## src/rtl/rx_ready_irq.sv

```systemverilog
module rx_ready_irq #(
  parameter int LVL_W = 9,
  parameter int CNT_W = 6
) (
  input  logic             clk,
  input  logic             rst_n,
  input  logic             fifo_en,
  input  logic             irq_en,
  input  logic [LVL_W-1:0] trig_lvl,
  input  logic [1:0]       wlen_code,
  input  logic [LVL_W-1:0] fill_lvl,
  input  logic             char_strobe,
  input  logic             host_rd,
  input  logic             bit_tick,
  output logic             irq,
  output logic             tmo_flag
);
  localparam logic [CNT_W-1:0] BASE_M1 = CNT_W'(31);

  logic [CNT_W-1:0] cnt;
  logic [CNT_W-1:0] lim_m1;
  logic             have_data, below, armed, restart, level_hit;

  assign have_data = fill_lvl != '0;
  assign below     = fill_lvl < trig_lvl;
  assign armed     = fifo_en && have_data;
  assign restart   = char_strobe || host_rd;
  assign lim_m1    = BASE_M1 + CNT_W'({wlen_code, 2'b00});
  assign level_hit = have_data && (!fifo_en || !below);
  assign irq       = irq_en && (level_hit || tmo_flag);

  always_ff @(posedge clk or negedge rst_n) begin
    if (!rst_n) begin
      cnt      <= '0;
      tmo_flag <= 1'b0;
    end else if (!armed || restart) begin
      cnt      <= '0;
      tmo_flag <= 1'b0;
    end else if (bit_tick && !tmo_flag) begin
      if (cnt >= lim_m1) begin
        cnt <= lim_m1;
        if (below) begin
          tmo_flag <= 1'b1;
          cnt      <= '0;
        end
      end else begin
        cnt <= cnt + 1'b1;
      end
    end
  end

  AST_RD_CLEARS: assert property (@(posedge clk) disable iff (!rst_n) host_rd |=> !tmo_flag);
  AST_EMPTY_CLEARS: assert property (@(posedge clk) disable iff (!rst_n) !armed |=> !tmo_flag);
  AST_NOFIFO_NO_TMO: assert property (@(posedge clk) disable iff (!rst_n) !fifo_en |=> !tmo_flag);
  AST_TMO_ON_TICK: assert property (@(posedge clk) disable iff (!rst_n) $rose(tmo_flag) |-> $past(bit_tick && below && !restart));
  AST_CNT_BOUND: assert property (@(posedge clk) disable iff (!rst_n) cnt <= CNT_W'(44));
endmodule

```

## config.mk

```make
export PLATFORM = sky130hd
export DESIGN_NAME = rx_ready_irq
export DESIGN_NICKNAME = d
export VERILOG_FILES = /design/src/rtl/rx_ready_irq.sv
export SDC_FILE = /design/constraint.sdc
export NUM_CORES = 1
export LEC_CHECK = 0
export BUFFER_PORTS_ARGS = -buffer_cell sky130_fd_sc_hd__buf_2
export CORE_ASPECT_RATIO = 1.4
export CORE_MARGIN = 2
export CORE_UTILIZATION = 35
export DETAILED_ROUTE_END_ITERATION = 12
export PLACE_DENSITY_LB_ADDON = 0.08
export SYNTH_ARGS = -nofsm -noshare
export SYNTH_HDL_FRONTEND = slang
export SYNTH_SLANG_ARGS = --single-unit
```

## constraint.sdc

```tcl
create_clock -name clk -period 1.7 [get_ports clk]
set_input_delay 0.085 -clock clk [delete_from_list [all_inputs] [get_ports clk]]
set_output_delay 0.085 -clock clk [all_outputs]
set_load 0.02 [all_outputs]
```

==> impl_metrics.toml <==
[clock_network]
htreeDepth = 1
cts_num_sinks = 7
insertion_delay_ns = 0.25
clk_pin_slew_ns = 0.06
cts_max_path_buffers = 2
cts_tree = "built"
clockRootBuffer = "clkbuf_4"
cts_buffers = 3

[floorplanning]
fp.dieArea_um2 = 2570
io_pins = 29
initial_core_util_pct = 35.8
rows = 20
coreArea_um2 = 2130
die_w_um = 43.4
die_y_um = 59.2

[sta]
setup_viol = 0
timing.final.ws_setup_ns = 0.0877
fmax_mhz = 620
min_period_ns = 1.61
fin_crit_sh_pct = 94.8
relSlewSlack_pct = 74.7
hold_viol = 0
whs_ns = 0.122
rsz0062_at_grt = "false"
fin_tns_setup_ns = 0
slew_viol_final = 0
clock_skew_ns = 0.00178
worstMarginPinSlew_ns = 0.377

[detailed_routing]
wl_um = 1810
vias_per_cell = 5.12
drc_errors = 0
vias = 768
routedWlPerCell_um = 12.1
antenna_left = 0
firstDrtPassIters = 4
first_iter_violations = 3

[final_layout]
n_antenna_cell = 0
drive_gt1_share_pct = 38.3
syn_to_final_growth_pct = 36.9
final_net_count = 170
post-route-util_pct = 49.1

[global_route]
grt_pass1_wl_um = 3070
grt_usage_pct = 15.9
overflow = 0
antenna_found_initial = 0
grt_pass1_vias = 756
grt_start_max_net_pins = 8

[logic_synthesis]
synth_seq_cells = 7
ys_seq_area_share_pct = 23.0
postSynthCellCount = 88
syn-cell-area_um2 = 762
synthTopCellsByCount = "ha_1, inv_1, nand2_1"
synth_cell_type_count = 30
ys_top_cells_by_area = "dfrtp_1, ha_1, inv_1"
synth_warnings = 0
dominantRegCellSynth = "dfrtp_1"
synth_top_cell_by_area = "dfrtp_1"
synth_top_area_share_pct = 23.0
yosysMostFrequentCell = "ha_1"
synth_edf_count = 0
post_synth.cell_area_avg_um2 = 8.66
syn_nets = 129
synth_async_sr_flop_share_pct = 100

[placement]
gp_congestion = 0.800
dp_slack_ns = 0.0167
hpwl_um = 1570
io_buffers = 28

[worst_setup_path]
critPathMaxFanout = 4
crit_type = "register to register"
rr_worst_depth = 6
worstSetupEndpointType = "register"
cp.required_ns = 1.87
crit_path_start = "cnt[2]"
critPathCapture = "cnt[0]"
r2r-end = "cnt[0]"
r2r_slack_ns = 0.09
crit_path_start_kind = "register"
critPathArrivalTime_ns = 1.78
regToRegStartpoint = "cnt[2]"

[run_status]
status = "completed"

[power]
power_density_nw_per_um2 = 441
p_leak_nw = 0.556
vdd_drop_max_uv = 194

[flow_run]
max-cap-violations = 0

[min_path]
hold_class = "primary input to register"
how the worst min path moves through the flow:
stage,from,endpoint,slack [ns],cells past startpoint
detailed placement,rst_n,cnt[1],-0.06,1
floorplan,rst_n,cnt[0],-0.21,0
finish,bit_tick,tmo_flag,0.12,3
global placement,rst_n,cnt[1],-0.07,1
global route,bit_tick,tmo_flag,0.12,3
CTS,bit_tick,tmo_flag,0.12,3
power by group:
part,switching [W],internal (W),total (W)
clock network,0.0000639,0.0000897,0.000154
registers,0.000000398,0.000167,0.000168
logic,0.0000684,0.0000704,0.000139
worst max-delay path: stages (launching register included):
cell and delay, ns:
dfrtp_1 0.38, ha_1 0.27, a21o_1 0.19, a21oi_2 0.14, o21ai_2 0.09, or3_1 0.35
a31oi_1 0.13
timing repair:
action	4_1_cts	5_1_grt
endpoints found under the setup margin	0	8
buffers inserted	0	1
hold endpoints to repair	7	0
hold buffers	1	0
resized for setup	0	5
routing by layer:
metal / GRT usage, % / vias up / routed length, um
li1: - / 404 / -
met2: 32.0 / 25 / 1010
met4: 8.23 / 0 / 45
met1: 15.7 / 335 / 695
met5: 0 / - / 0
met3: 0.915 / 4 / 64
flip-flops by register name, summed over array words and instances (netlist names):
register / cells
tmo_flag: 1
cnt: 6
through the flow:
stage          total power, W  cell area, um2  cells
2_1_floorplan        0.000239             762     88
3_3_place_gp         0.000297             975    144
3_5_place_dp         0.000297             975    144
4_1_cts              0.000455            1010    149
5_1_grt              0.000497            1040    150
6_report             0.000460            1040    150
cells by family after synthesis:
logic type      count (synthesis)  share of synthesized area [%]
compound gates                 24                           23.3
simple gates                   26                           19.7
buf+inv                        13                           6.40
flops                           7                           23.0
fa+ha+maj                      14                           23.0
xor+xnor                        4                           4.60
layout by cell type (no fill, tap or decap), types with 2 or more instances in the layout:
cell | synthesis | routed
a21o_1 | 3 | 3
ha_1 | 14 | 14
a31oi_1 | 3 | 3
nand3_1 | 3 | 3
buf_4 | 0 | 7
clkbuf_4 | 0 | 3
inv_1 | 13 | 13
a21oi_1 | 3 | 2
xor2_1 | 2 | 2
o21ai_0 | 2 | 2
nand2_1 | 8 | 8
o21ai_1 | 4 | 3
buf_2 | 0 | 28
nor3b_1 | 2 | 2
nor2_1 | 2 | 2
xnor2_1 | 2 | 2
o221ai_1 | 4 | 3
dfrtp_1 | 7 | 7
or3_1 | 2 | 2
layout make-up:
class	count	area, um2
Inverter	13	48.8
Clock buffer	4	26.3
Tap cell	22	27.5
Sequential cell	7	175
Fill cell	207	1080
Multi-Input combinational cell	68	563
Timing Repair Buffer	36	203
(Power assumes the default switching activity.)
